$ cat config.mk
export PLATFORM = sky130hd
export DESIGN_NAME = apro_top
export DESIGN_NICKNAME = d
export VERILOG_FILES = /design/src/rtl/apro_pkg.sv /design/src/rtl/apro_edge_cnt.sv /design/src/rtl/apro_pair_seq.sv /design/src/rtl/apro_top.sv
export SDC_FILE = /design/constraint.sdc
export NUM_CORES = 1
export LEC_CHECK = 0
export BUFFER_PORTS_ARGS = -buffer_cell sky130_fd_sc_hd__buf_2
export CORE_UTILIZATION = 44
export CTS_CLUSTER_SIZE = 10
export DETAILED_ROUTE_END_ITERATION = 16
export REMOVE_ABC_BUFFERS = 1
export SLEW_MARGIN = 20
export SYNTH_ARGS = -nofsm -noshare
export SYNTH_HDL_FRONTEND = slang
export SYNTH_SLANG_ARGS = --single-unit
$ cat constraint.sdc
create_clock -name clk -period 3.1 [get_ports clk]
set_input_delay 0.31 -clock clk [delete_from_list [all_inputs] [get_ports clk]]
set_output_delay 0.31 -clock clk [all_outputs]
set_load 0.01 [all_outputs]
$ cat src/rtl/apro_pkg.sv
`timescale 1ns/1ps
// Shared definitions for the all-pairs ring response generator.
// Assumes nothing beyond a synthesizable enum.
package apro_pkg;

    typedef enum logic [2:0] {
        ST_IDLE  = 3'd0,
        ST_CLEAR = 3'd1,
        ST_GATE  = 3'd2,
        ST_CMP   = 3'd3,
        ST_DONE  = 3'd4
    } apro_state_e;

    // Number of unordered pairs among n rings.
    function automatic int pair_total(input int n);
        return (n * (n - 1)) / 2;
    endfunction

endpackage

$ cat src/rtl/apro_edge_cnt.sv
`timescale 1ns/1ps
// Brings one asynchronous ring output into the system clock domain and
// counts its rising edges. The count saturates at all-ones.
// Assumes each ring level lasts longer than one system clock period.
module apro_edge_cnt #(
    parameter int CNT_W = 16
) (
    input  logic             clk,
    input  logic             rst_n,
    input  logic             ring_clk,
    input  logic             clr,
    input  logic             cnt_en,
    output logic [CNT_W-1:0] count
);

    localparam logic [CNT_W-1:0] CNT_MAX = '1;

    logic [2:0]       sync_q;
    logic             rise;
    logic [CNT_W-1:0] cnt_q;

    // Two synchronizing flops plus one history flop for edge detection.
    always_ff @(posedge clk) begin
        if (!rst_n) sync_q <= '0;
        else        sync_q <= {sync_q[1:0], ring_clk};
    end

    assign rise = sync_q[1] & ~sync_q[2];

    // Edge counter: clear on request, count while enabled, hold at maximum.
    always_ff @(posedge clk) begin
        if (!rst_n)                               cnt_q <= '0;
        else if (clr)                             cnt_q <= '0;
        else if (cnt_en && rise && cnt_q != CNT_MAX) cnt_q <= cnt_q + 1'b1;
    end

    assign count = cnt_q;

    AST_NO_OVERFLOW: assert property (@(posedge clk) disable iff (!rst_n)
        (cnt_q == CNT_MAX && !clr) |=> (cnt_q == CNT_MAX));

endmodule

$ cat src/rtl/apro_pair_seq.sv
`timescale 1ns/1ps
// Walks every unordered ring pair (i, j), i < j, in lexicographic order,
// one pair per step. Flags the final pair (N-2, N-1).
// Assumes N_RINGS >= 2.
module apro_pair_seq #(
    parameter int N_RINGS = 15,
    parameter int IDX_W   = $clog2(N_RINGS)
) (
    input  logic             clk,
    input  logic             rst_n,
    input  logic             load,
    input  logic             step,
    output logic [IDX_W-1:0] idx_i,
    output logic [IDX_W-1:0] idx_j,
    output logic             last
);

    localparam logic [IDX_W-1:0] TOP_J = IDX_W'(N_RINGS - 1);
    localparam logic [IDX_W-1:0] TOP_I = IDX_W'(N_RINGS - 2);

    logic [IDX_W-1:0] i_q, j_q;

    // Pair registers: restart at (0,1), wrap j back above the next i.
    always_ff @(posedge clk) begin
        if (!rst_n || load) begin
            i_q <= '0;
            j_q <= IDX_W'(1);
        end else if (step && !last) begin
            if (j_q == TOP_J) begin
                i_q <= i_q + 1'b1;
                j_q <= i_q + IDX_W'(2);
            end else begin
                j_q <= j_q + 1'b1;
            end
        end
    end

    assign idx_i = i_q;
    assign idx_j = j_q;
    assign last  = (i_q == TOP_I) && (j_q == TOP_J);

    AST_PAIR_ORDER: assert property (@(posedge clk) disable iff (!rst_n)
        (i_q < j_q) && (j_q <= TOP_J));

endmodule

$ cat src/rtl/apro_top.sv
`timescale 1ns/1ps
// All-pairs ring oscillator response generator. Captures a challenge,
// runs all rings for a fixed gate window, then compares every pair of
// counts and shifts one bit per pair into the response register.
// Assumes GATE_CYCLES >= 1 and rings that stop when ring_en is low.
module apro_top
    import apro_pkg::*;
#(
    parameter int N_RINGS     = 15,
    parameter int CFG_W       = 15,
    parameter int SEL_W       = 4,
    parameter int CNT_W       = 16,
    parameter int GATE_CYCLES = 200,
    parameter int NPAIRS      = (N_RINGS * (N_RINGS - 1)) / 2
) (
    input  logic                clk,
    input  logic                rst_n,
    input  logic                start,
    input  logic [CFG_W-1:0]    chal_cfg,
    input  logic [SEL_W-1:0]    chal_sel,
    input  logic [N_RINGS-1:0]  ring_clk,
    output logic                ring_en,
    output logic [CFG_W-1:0]    ring_cfg,
    output logic [SEL_W-1:0]    ring_sel,
    output logic                busy,
    output logic                done,
    output logic [NPAIRS-1:0]   response,
    output logic                tie_flag
);

    localparam int IDX_W  = (N_RINGS > 2) ? $clog2(N_RINGS) : 1;
    localparam int GATE_W = $clog2(GATE_CYCLES + 1);
    localparam logic [GATE_W-1:0] GATE_LOAD = GATE_W'(GATE_CYCLES - 1);

    apro_state_e        state_q, state_d;
    logic               accept;
    logic [GATE_W-1:0]  gate_q;
    logic [CFG_W-1:0]   cfg_q;
    logic [SEL_W-1:0]   sel_q;
    logic [NPAIRS-1:0]  resp_q;
    logic               tie_q;
    logic               cnt_clr, cnt_en;
    logic [IDX_W-1:0]   idx_i, idx_j;
    logic               last_pair;
    logic [CNT_W-1:0]   counts [N_RINGS];
    logic [CNT_W-1:0]   cnt_a, cnt_b;
    logic               pair_bit, pair_tie;

    assign accept = start && (state_q == ST_IDLE || state_q == ST_DONE);

    // Next-state selection for the run sequence.
    always_comb begin
        state_d = state_q;
        unique case (state_q)
            ST_IDLE:  if (accept) state_d = ST_CLEAR;
            ST_CLEAR: state_d = ST_GATE;
            ST_GATE:  if (gate_q == '0) state_d = ST_CMP;
            ST_CMP:   if (last_pair) state_d = ST_DONE;
            ST_DONE:  state_d = accept ? ST_CLEAR : ST_IDLE;
            default:  state_d = ST_IDLE;
        endcase
    end

    // State register.
    always_ff @(posedge clk) begin
        if (!rst_n) state_q <= ST_IDLE;
        else        state_q <= state_d;
    end

    // Challenge capture on an accepted start only.
    always_ff @(posedge clk) begin
        if (!rst_n) begin
            cfg_q <= '0;
            sel_q <= '0;
        end else if (accept) begin
            cfg_q <= chal_cfg;
            sel_q <= chal_sel;
        end
    end

    // Gate window timer: loaded while clearing, counts down while rings run.
    always_ff @(posedge clk) begin
        if (!rst_n)                    gate_q <= '0;
        else if (state_q == ST_CLEAR)  gate_q <= GATE_LOAD;
        else if (state_q == ST_GATE && gate_q != '0) gate_q <= gate_q - 1'b1;
    end

    assign cnt_clr = (state_q == ST_CLEAR);
    assign cnt_en  = (state_q == ST_GATE);

    // One synchronizer and counter per ring.
    for (genvar g = 0; g < N_RINGS; g++) begin : g_ring
        apro_edge_cnt #(.CNT_W(CNT_W)) u_cnt (
            .clk      (clk),
            .rst_n    (rst_n),
            .ring_clk (ring_clk[g]),
            .clr      (cnt_clr),
            .cnt_en   (cnt_en),
            .count    (counts[g])
        );
    end

    apro_pair_seq #(.N_RINGS(N_RINGS), .IDX_W(IDX_W)) u_seq (
        .clk   (clk),
        .rst_n (rst_n),
        .load  (cnt_clr),
        .step  (state_q == ST_CMP),
        .idx_i (idx_i),
        .idx_j (idx_j),
        .last  (last_pair)
    );

    assign cnt_a    = counts[idx_i];
    assign cnt_b    = counts[idx_j];
    assign pair_bit = (cnt_a > cnt_b);
    assign pair_tie = (cnt_a == cnt_b);

    // Response shift register: new bit enters at the top, first pair ends at bit 0.
    always_ff @(posedge clk) begin
        if (!rst_n || state_q == ST_CLEAR) resp_q <= '0;
        else if (state_q == ST_CMP)        resp_q <= {pair_bit, resp_q[NPAIRS-1:1]};
    end

    // Sticky tie flag, cleared at the start of each run.
    always_ff @(posedge clk) begin
        if (!rst_n || state_q == ST_CLEAR)  tie_q <= 1'b0;
        else if (state_q == ST_CMP && pair_tie) tie_q <= 1'b1;
    end

    assign ring_en  = (state_q == ST_GATE);
    assign ring_cfg = cfg_q;
    assign ring_sel = sel_q;
    assign busy     = (state_q == ST_CLEAR) || (state_q == ST_GATE) || (state_q == ST_CMP);
    assign done     = (state_q == ST_DONE);
    assign response = resp_q;
    assign tie_flag = tie_q;

    AST_CFG_HELD: assert property (@(posedge clk) disable iff (!rst_n)
        (busy && $past(busy)) |-> ($stable(ring_cfg) && $stable(ring_sel)));
    AST_DONE_PULSE: assert property (@(posedge clk) disable iff (!rst_n)
        done |=> !done);
    AST_BUSY_START: assert property (@(posedge clk) disable iff (!rst_n)
        (busy && start) |=> (busy || done));
    AST_TIE_STICKY: assert property (@(posedge clk) disable iff (!rst_n)
        (tie_flag && !busy && !start) |=> tie_flag);
    AST_EN_QUIET: assert property (@(posedge clk) disable iff (!rst_n)
        done |-> !ring_en);

endmodule

==> results of run 1 <==
Yosys cell counts (all sizes together), types with 57 or more instances:
cell / instances
mux2i: 57
dfxtp: 429
xor2: 60
o21ai: 67
clkbuf: 116
a21oi: 180
mux4: 103
xnor2: 115
and2: 64
nor2: 234
nor4: 57
nand4: 74
nand3: 88
nand2: 379
nor3: 82
worst min path at each step:
stage                                                       end  slack [ns]                             startpoint
after floorplan            g_ring[0].u_cnt.sync_q[1]$_SDFF_PN0_        0.41   g_ring[0].u_cnt.sync_q[0]$_SDFF_PN0_
after global placement     g_ring[6].u_cnt.sync_q[1]$_SDFF_PN0_        0.41   g_ring[6].u_cnt.sync_q[0]$_SDFF_PN0_
after detailed placement  g_ring[12].u_cnt.sync_q[1]$_SDFF_PN0_        0.42  g_ring[12].u_cnt.sync_q[0]$_SDFF_PN0_
after CTS                               state_q[0]$_SDFFE_PN0P_        0.14                                  start
after global routing                    state_q[0]$_SDFFE_PN0P_        0.20                                  start
final                                   state_q[0]$_SDFFE_PN0P_        0.16                                  start
critical path: cells and delay by family, from the launching register on:
kind | cells | cell delay [ns]
and+or+nand+nor | 4 | 0.62
AOI/OAI and AO/OA | 3 | 0.60
muxes | 1 | 0.50
DFF | 1 | 0.39
adders and majority gates | 1 | 0.33
buffers and inverters | 2 | 0.32
layout by cell type, fill, tap and decap left out, types with 7 or more instances in the layout:
cell	n
nand4_1	74
nor4_1	49
a21oi_1	180
xnor2_1	115
o21ai_0	63
nor2b_1	11
nand2b_1	10
ha_1	38
or2_2	8
or3_1	21
buf_4	81
clkbuf_1	9
nor3b_1	9
o21a_1	12
xor2_1	60
dfxtp_1	423
nor3_1	82
a211oi_1	32
and2_1	63
and4_1	28
dlygate4sd3_1	34
nor2_1	231
and3_1	28
nand3_1	88
nor4_2	8
or4_1	15
nor4b_1	9
buf_2	164
mux2i_1	57
clkbuf_16	52
buf_12	13
inv_1	37
o2111ai_1	11
nand2_1	379
a31oi_1	8
mux4_2	103
clkbuf_8	7
o211ai_1	53
kinds of logic (layout without fill, tap and decap cells):
logic type               after synthesis  in the layout  synth area share
AND/OR/NAND/NOR                     1136           1136            0.2521
buffers and inverters                192            408           0.03389
AO/OA/AOI/OAI                        396            396            0.1077
multiplexers                         161            161            0.1303
XOR/XNOR                             175            175           0.06885
adder cells (fa/ha/maj)               38             38           0.02136
flip-flops                           429            429            0.3858
metal layers:
| metal | wire, um | up-vias |
|---|---|---|
| li1 | - | 9480 |
| met1 | 30000 | 9553 |
| met2 | 29650 | 693 |
| met3 | 5157 | 139 |
| met4 | 2437 | 0 |
| met5 | 0 | - |
where the power goes:
group / leakage (nW) / total (mW) / internal (mW) / switching, mW
registers: 3.47 / 5.64 / 5.59 / 0.0531
logic: 4.59 / 0.861 / 0.285 / 0.575
clock network: 0.766 / 5.70 / 3.37 / 2.33
state kept, by name (all words and copies together) (netlist names):
name,cells
response,105
ring_cfg,15
ring_sel,4
state_q,3
g_ring.u_cnt.sync_q,45
tie_flag,1
g_ring.u_cnt.count,240
u_seq.idx_j,4
gate_q,8
u_seq.idx_i,4
metrics by stage:
step	power, mW	util	TNS (ns)	setup slack [ns]
finish	12.21	0.5226	0	0.2092
global route	12.68	0.5226	0	0.03589
CTS	12.34	0.5216	0	0.01784
detailed placement	6.588	0.4830	-0.07373	-0.07373
global placement	6.574	0.4830	-0.06534	-0.06534
floorplan	6.235	-	-5299.78	-16.50
cell type report:
| cell class | instances | area [sq um] | area share |
|---|---|---|---|
| clock buffer | 68 | 1431 | 0.05471 |
| clock inverter | 8 | 143.9 | 0.005499 |
| inverter | 38 | 142.6 | 0.005451 |
| multi-input combinational | 1906 | 12950 | 0.4949 |
| sequential | 429 | 8601 | 0.3287 |
| tap | 672 | 840.8 | 0.03213 |
| timing repair buffer | 294 | 2056 | 0.07857 |
timing repair:
action	CTS	global route
endpoints found under the hold margin	34	0
hold buffers	34	0
resized for setup	0	3
buffers inserted	1	2
endpoints found under the setup margin	1	2
==> reports/results.txt, run 1 <==
Sequential share of the synthesized area -> 0.3858
Htree depth -> 2
Crit-path max FO -> 10
WS Path Type -> reg -> reg
Starting Density -> 0.4446
Worst setup path endpoint -> response[104]$_SDFFE_PP0P_
Worst hold slack -> 0.1598 ns
Syn Area/Cell -> 8.810 sq um
CP startpoint -> u_seq.idx_i[0]$_SDFFE_PP0P_
First-pass iteration count of the detailed router -> 5
DRC violation count after routing -> 0
Critical R2R Capture -> response[104]$_SDFFE_PP0P_
RSZ-0062 raised after global routing -> false
Synth Cell Area -> 22260 sq um
Port bufs -> 164
Unique masters post-synth -> 69
Yosys warnings -> 0
# IOs -> 165
Fraction of layout cells with a size suffix above 1 -> 0.1710
Final setup violation count -> 0
Nets -> 2796
Row Count -> 82
Die H -> 226.9 um
Largest net degree at the start of global routing -> 105
Area leader, netlist -> dfxtp_1
FF-to-FF setup slack -> 0.21 ns
Slowest CP cell -> mux4_2
Synthesized instance count -> 2527
Avg WL per Cell -> 19.69 um
Time the worst path needs with I/O delays and setup -> 2.891 ns
Prevailing post-synth register cell -> dfxtp_1
Total grt overflow -> 0
CTS clk-pin slew, worst paths -> 0.06 ns
Critical path launch point type -> flop
Root buffer cell -> clkbuf_16
Die area -> 51500 sq um
Top cells by area, synth -> dfxtp_1, mux4_2, nand2_1
Share of the synthesized area in the top cell type -> 0.3858
Pleak -> 8.823 nW
Status -> completed
Via density -> 5.817
Initial DRC count -> 1469
Clk sink count -> 429
Post-synth EDFFs -> 0
Initial antenna violation count -> 1
Width of the die -> 226.9 um
Worst hold stages -> 4
Critical path capture point type -> flop
WP data arrival -> 3.38 ns
TritonCTS clock tree -> done
Total CTS buffers -> 52
Worst-margin pin slew -> 1.033 ns
Hold crit path type -> in -> reg
Vias -> 19865
Placer congestion estimate -> 0.9786
#FFs+latches synth -> 429
Final non-filler cell total -> 3415
Met2 usage -> 0.4051
Clock Skew -> 0.01903 ns
CP Data Required Time -> 3.59 ns
Placed cell areas -> 24180 sq um
Core Box Area -> 50070 sq um
First-pass GRT wire length -> 104.7 mm
Pwr/cell area -> 466.5 nW/um^2
Max IR drop VDD -> 0.4561 mV
Worst-Skew Late Latency -> 0.60 ns
Total GRT Usage -> 0.2603
Max Buffers Root-to-Sink -> 3
Gr busiest metal -> met2
Global Route met1 Usage -> 0.3576
Hpwl dp -> 49.10 mm
FF-to-FF Start -> u_seq.idx_i[0]$_SDFFE_PP0P_
# diodes -> 0
Worst reg2reg path depth -> 11
Post-DRT Antenna Nets -> 0
CP max stage delay -> 0.50 ns
Worst rel slew slack -> 0.3115
Layout fillers -> 4713
Max-Cap Viols -> 0
F_max -> 345.9 MHz
Vias in the first global route -> 18494
Met3 Use GR -> 0.05137
CP cell instances -> buf_12, mux4_2, and2_0, a211oi_1, a21oi_1, ha_1, nand4_1, nor4_1, buf_4, nor2_1, a2bb2oi_1
Count of final hold-check violations -> 0
Area Overhead vs Synth -> 17.53%
Final max-slew violation count -> 0
Fin area -> 26170 sq um
Period utilisation layout -> 0.9325
Final wirelength -> 67.24 mm
Post-synthesis async set-or-reset flop share -> 0
Placed cells -> 3302
No activity file was read; power rests on OpenSTA's default activity.
==> inputs of run 2 (changes only) <==
--- a/config.mk
+++ b/config.mk
@@ -6,9 +6,12 @@
 export NUM_CORES = 1
 export LEC_CHECK = 0
 export BUFFER_PORTS_ARGS = -buffer_cell sky130_fd_sc_hd__buf_2
-export CORE_UTILIZATION = 44
+export CELL_PAD_IN_SITES_DETAIL_PLACEMENT = 1
+export CELL_PAD_IN_SITES_GLOBAL_PLACEMENT = 1
+export CORE_UTILIZATION = 42
 export CTS_CLUSTER_SIZE = 10
 export DETAILED_ROUTE_END_ITERATION = 16
+export PLACE_DENSITY_LB_ADDON = 0.1
 export REMOVE_ABC_BUFFERS = 1
 export SLEW_MARGIN = 20
 export SYNTH_ARGS = -nofsm -noshare
==> run 2 against run 1 <==
Effect of this change: clock power down 4.7%; register-to-register slack worse by 0.07 ns; die area up 4.7%; sequential share of layout area down 0.22 points; critical path type unchanged; largest power group is now registers; highest routed layer unchanged.
==> reports/results.txt, run 2 (synthesis gave the netlist of run 1 again) <==
Clk sink count -> 429 (unchanged)
Hpwl dp -> 55.52 mm (+13%)
Placed cells -> 3337 (+1.1%)
Worst setup margin -> 0.1382 ns (-0.07095 ns)
Commonest non-fill, non-tap cell in the layout -> dfxtp_1
First-pass GRT wire length -> 116.9 mm (+12%)
Final max-slew violation count -> 0 (unchanged)
TritonCTS clock tree -> done
Area Overhead vs Synth -> 18.34%
CTS clk-pin slew, worst paths -> 0.06 ns (about the same)
Total CTS buffers -> 51 (-1.9%)
Post-layout util -> 0.5023 (-0.02025)
WS Path Type -> reg -> reg
Via density -> 5.939 (+2.1%)
Pwr/cell area -> 454.4 nW/um^2 (-2.6%)
Max FFs per register -> 240 (unchanged)
Max Buffers Root-to-Sink -> 3 (unchanged)
Avg WL per Cell -> 21.74 um (+10%)
Width of the die -> 232.2 um (+2.3%)
Post-DRT Antenna Nets -> 0 (unchanged)
# diodes -> 0 (unchanged)
Fraction of layout cells with a size suffix above 1 -> 0.1805 (+0.009489)
Total GRT Usage -> 0.2767 (+0.01645)
Status -> completed
WP data arrival -> 3.50 ns (+0.12 ns)
Critical path launch point type -> flop
Worst-Skew Late Latency -> 0.60 ns (about the same)
Die H -> 232.2 um (+2.3%)
First-pass iteration count of the detailed router -> 5 (unchanged)
Largest net degree at the start of global routing -> 107 (+1.9%)
Nets -> 2822 (+0.93%)
Initial antenna violation count -> 1 (unchanged)
Vias in the first global route -> 20349 (+10%)
Period utilisation layout -> 0.9554 (+0.02289)
Vias -> 20507 (+3.2%)
Max-Cap Viols -> 0 (unchanged)
Count of final hold-check violations -> 0 (unchanged)
Root buffer cell -> clkbuf_16
Worst-margin pin slew -> 0.8381 ns (-0.1947 ns)
Starting Density -> 0.4245 (-0.02016)
Clock Skew -> 0.01807 ns (-0.0009541 ns)
Total grt overflow -> 0 (unchanged)
Worst rel slew slack -> 0.4366 (+0.1251)
Initial DRC count -> 1288 (-12%)
# IOs -> 165 (unchanged)
Pre-CTS WS -> -0.01842 ns (+0.05531 ns)
Final non-filler cell total -> 3453 (+1.1%)
Core Box Area -> 52450 sq um (+4.7%)
Hold crit path type -> in -> reg
RSZ-0062 raised after global routing -> false
Placer congestion estimate -> 0.9836 (+0.51%)
CP Data Required Time -> 3.64 ns (+0.05 ns)
DRC violation count after routing -> 0 (unchanged)
Final setup violation count -> 0 (unchanged)
Htree depth -> 2 (unchanged)
Critical path capture point type -> flop
TNS Setup -> 0 ns (unchanged)
Time the worst path needs with I/O delays and setup -> 2.962 ns (+0.07095 ns)
Die area -> 53930 sq um (+4.7%)
Pleak -> 8.938 nW (+1.3%)
Max IR drop VDD -> 0.3950 mV (-13%)
Crit-path max FO -> 13 (+3)
F_max -> 337.6 MHz (-2.4%)
Port bufs -> 164 (unchanged)
Final wirelength -> 75.07 mm (+12%)
Row Count -> 84 (+2.4%)
Most frequent cells in the layout -> dfxtp_1, nand2_1, nor2_1
[run 2: power breakdown]
group          total (mW)  internal, mW  switching (mW)  leakage [nW]
combinational       0.884         0.292           0.592          4.76
sequential           5.65          5.59          0.0628          3.47
clock                5.43          3.15            2.29         0.710
[run 2: final timing paths]
check / cells past startpoint / startpoint / slack (ns) / to
max: 11 / u_seq.idx_i[0]$_SDFFE_PP0P_ / 0.14 / tie_flag$_SDFFE_PP0P_
min: 4 / start / 0.18 / state_q[0]$_SDFFE_PN0P_
max reg2reg: 11 / u_seq.idx_i[0]$_SDFFE_PP0P_ / 0.14 / tie_flag$_SDFFE_PP0P_
min reg2reg: 1 / g_ring[1].u_cnt.sync_q[0]$_SDFF_PN0_ / 0.43 / g_ring[1].u_cnt.sync_q[1]$_SDFF_PN0_
[run 2: layout make-up]
type	count	area (sq um)
Fill cell	6080	26100
Timing Repair Buffer	321	2282
Inverter	38	142.6
Clock inverter	4	41.29
Clock buffer	67	1418
Tap cell	688	860.8
Multi-Input combinational cell	1906	13000
Sequential cell	429	8603
[run 2: through the flow]
step	power, mW	hold WS, ns	cell area [sq um]
finish	11.97	0.1794	26350
global route	12.45	0.1977	26350
CTS	12.10	0.1641	26160
detailed placement	6.609	0.4203	24360
global placement	6.586	0.4134	24360
floorplan	6.235	0.4118	21650
[run 2: critical path, stage by stage (launching register included)]
cell      delay (ns)
dfxtp_4         0.41
buf_12          0.17
mux4_2          0.51
and2_1          0.17
a211oi_1        0.21
a21oi_1         0.09
ha_1            0.35
nand4_1         0.26
nor4_2          0.39
buf_4           0.16
a21oi_1         0.05
nor2_1          0.11
[run 2: what timing repair did]
item / in CTS / in global routing
setup endpoints to repair: 2 / 2
resized for setup: 2 / 15
pin swaps: 0 / 4
hold endpoints to repair: 34 / 0
setup buffers: 0 / 10
hold buffers: 34 / 0
[run 2: metal layers]
layer,vias up,GRT usage,part of all wire
met3,129,0.04899,0.064
met4,0,0.08984,0.029
li1,9535,-,-
met5,-,0,0
met1,10261,0.3644,0.44
met2,582,0.4564,0.47
==> inputs of run 3 (changes only) <==
--- a/config.mk
+++ b/config.mk
@@ -12,7 +12,6 @@
 export CTS_CLUSTER_SIZE = 10
 export DETAILED_ROUTE_END_ITERATION = 16
 export PLACE_DENSITY_LB_ADDON = 0.1
-export REMOVE_ABC_BUFFERS = 1
 export SLEW_MARGIN = 20
 export SYNTH_ARGS = -nofsm -noshare
 export SYNTH_HDL_FRONTEND = slang
==> run 3 against run 2 <==
Effect of this change: sequential power is essentially flat; sequential share of layout area is 0.098 points higher; critical path depth is 2 lower.
==> reports/results.txt, run 3 (synthesis gave the netlist of run 1 again) <==
Status -> completed
Vias -> 20315 (-0.94%)
Pleak -> 8.916 nW (-0.25%)
Hold crit path type -> in -> reg
Combinational cell fraction of total power -> 0.077 (+0.003)
Port bufs -> 164 (unchanged)
Hpwl dp -> 56.16 mm (+1.1%)
# IOs -> 165 (unchanged)
Via density -> 5.887 (-0.88%)
Hold Crit Start -> start
Max IR drop VDD -> 0.3606 mV (-8.7%)
Root buffer cell -> clkbuf_16
Period utilisation layout -> 0.9423 (-0.01313)
TritonCTS clock tree -> done
Total CTS buffers -> 51 (unchanged)
Int Power -> 8.970 mW (-0.65%)
Commonest non-fill, non-tap cell in the layout -> dfxtp_1
CP Data Required Time -> 3.58 ns (-0.06 ns)
Core Box Area -> 52450 sq um (unchanged)
Max Buffers Root-to-Sink -> 3 (unchanged)
Worst hold slack -> 0.1861 ns (+0.006712 ns)
Most frequent cells in the layout -> dfxtp_1, nand2_1, nor2_1
Sequential power share -> 0.474 (+0.002)
Worst-Skew Late Latency -> 0.59 ns (about the same)
First-pass GRT wire length -> 117.7 mm (+0.68%)
WS Path Type -> reg -> reg
Time the worst path needs with I/O delays and setup -> 2.921 ns (-0.04072 ns)
Count of final hold-check violations -> 0 (unchanged)
Width of the die -> 232.2 um (unchanged)
Row Count -> 84 (unchanged)
Crit-path max FO -> 16 (+3)
Initial DRC count -> 1384 (+7.5%)
FF-to-FF setup slack -> 0.18 ns (+0.04 ns)
# diodes -> 0 (unchanged)
Pwr/cell area -> 453.7 nW/um^2 (-0.15%)
Htree depth -> 2 (unchanged)
TNS Setup -> 0 ns (unchanged)
Critical path capture point type -> flop
Critical path launch point type -> flop
Syn Nets -> 2602
Nets -> 2819 (-0.11%)
Vias in the first global route -> 20228 (-0.59%)
Die H -> 232.2 um (unchanged)
FF-to-FF Start -> u_seq.idx_j[2]$_SDFFE_PP0P_
Area Overhead vs Synth -> 17.98%
Max FFs per register -> 240 (unchanged)
Starting Density -> 0.4245 (unchanged)
CP startpoint -> u_seq.idx_j[2]$_SDFFE_PP0P_
Clock Skew -> 0.02530 ns (+0.007229 ns)
Total GRT Usage -> 0.2787 (+0.001914)
Final wirelength -> 75.68 mm (+0.81%)
Worst rel slew slack -> 0.4055 (-0.03115)
Max-Cap Viols -> 0 (unchanged)
DRC violation count after routing -> 0 (unchanged)
Fraction of layout cells with a size suffix above 1 -> 0.1773 (-0.003127)
Avg WL per Cell -> 21.93 um (+0.87%)
Sw Ratio -> 0.2472 (+0.001500)
Initial antenna violation count -> 1 (unchanged)
P_sw -> 2.946 mW (+0.16%)
F_max -> 342.3 MHz (+1.4%)
Placer congestion estimate -> 0.9717 (-1.2%)
Worst-margin pin slew -> 0.8844 ns (+0.04634 ns)
Total grt overflow -> 0 (unchanged)
Clk sink count -> 429 (unchanged)
Largest net degree at the start of global routing -> 108 (+0.93%)
First-pass iteration count of the detailed router -> 5 (unchanged)
Final setup violation count -> 0 (unchanged)
Clock share of power -> 0.450 (-0.004)
WP data arrival -> 3.40 ns (-0.10 ns)
Die area -> 53930 sq um (unchanged)
Final max-slew violation count -> 0 (unchanged)
Post-DRT Antenna Nets -> 0 (unchanged)
CTS clk-pin slew, worst paths -> 0.06 ns (about the same)
## run 3: timing repair
item	4_1_cts	5_1_grt
buffers inserted	0	7
resized for setup	1	5
endpoints found under the setup margin	2	1
hold endpoints to repair	34	0
pin swaps	0	0
hold buffers	34	0
## run 3: stage by stage
| stage | instances | setup WS, ns | total power [mW] | util | cell area, sq um |
|---|---|---|---|---|---|
| 2_1_floorplan | 2527 | 0.002002 | 6.298 | - | 22260 |
| 3_3_place_gp | 3338 | -0.1846 | 6.617 | 0.4657 | 24420 |
| 3_5_place_dp | 3338 | -0.1459 | 6.647 | 0.4657 | 24420 |
| 4_1_cts | 3444 | 0.02775 | 12.06 | 0.4992 | 26180 |
| 5_1_grt | 3451 | -0.02981 | 12.36 | 0.5008 | 26270 |
| 6_report | 3451 | 0.1790 | 11.92 | 0.5008 | 26270 |
## run 3: path summary, 6_finish.rpt
kind         cells after the start                               endpoint
max                              9             response[104]$_SDFFE_PP0P_
min reg2reg                      1  g_ring[14].u_cnt.sync_q[1]$_SDFF_PN0_
min                              4                state_q[0]$_SDFFE_PN0P_
max reg2reg                      9             response[104]$_SDFFE_PP0P_
## run 3: critical path: stages (launching register included)
cell,delay [ns]
dfxtp_2,0.66
buf_4,0.28
mux4_2,0.54
mux2i_1,0.34
o21a_1,0.16
ha_1,0.12
nand4_1,0.16
nor4_1,0.35
nor2_1,0.08
a2bb2oi_1,0.13
## run 3: per-layer routing
| metal | vias to the layer above | global-route usage | part of all wire |
|---|---|---|---|
| met3 | 173 | 0.04519 | 0.051 |
| met1 | 10084 | 0.3567 | 0.43 |
| li1 | 9516 | - | - |
| met2 | 542 | 0.4635 | 0.48 |
| met5 | - | 0 | 0 |
| met4 | 0 | 0.1162 | 0.041 |
## run 3: cell type report
type	instances	area, sq um
clock buffer	68	1390
fill	6080	26180
tap	688	860.8
clock inverter	4	23.77
multi-input combinational	1906	12970
inverter	38	142.6
timing repair buffer	318	2275
sequential	429	8603
## run 3: power groups by stage
stage,clock (mW),sequential [mW],combinational (mW)
after global placement,0,5.76,0.858
after detailed placement,0,5.76,0.884
after global routing,5.72,5.65,0.995
after CTS,5.50,5.64,0.921
after floorplan,0,5.76,0.543
final,5.36,5.64,0.914
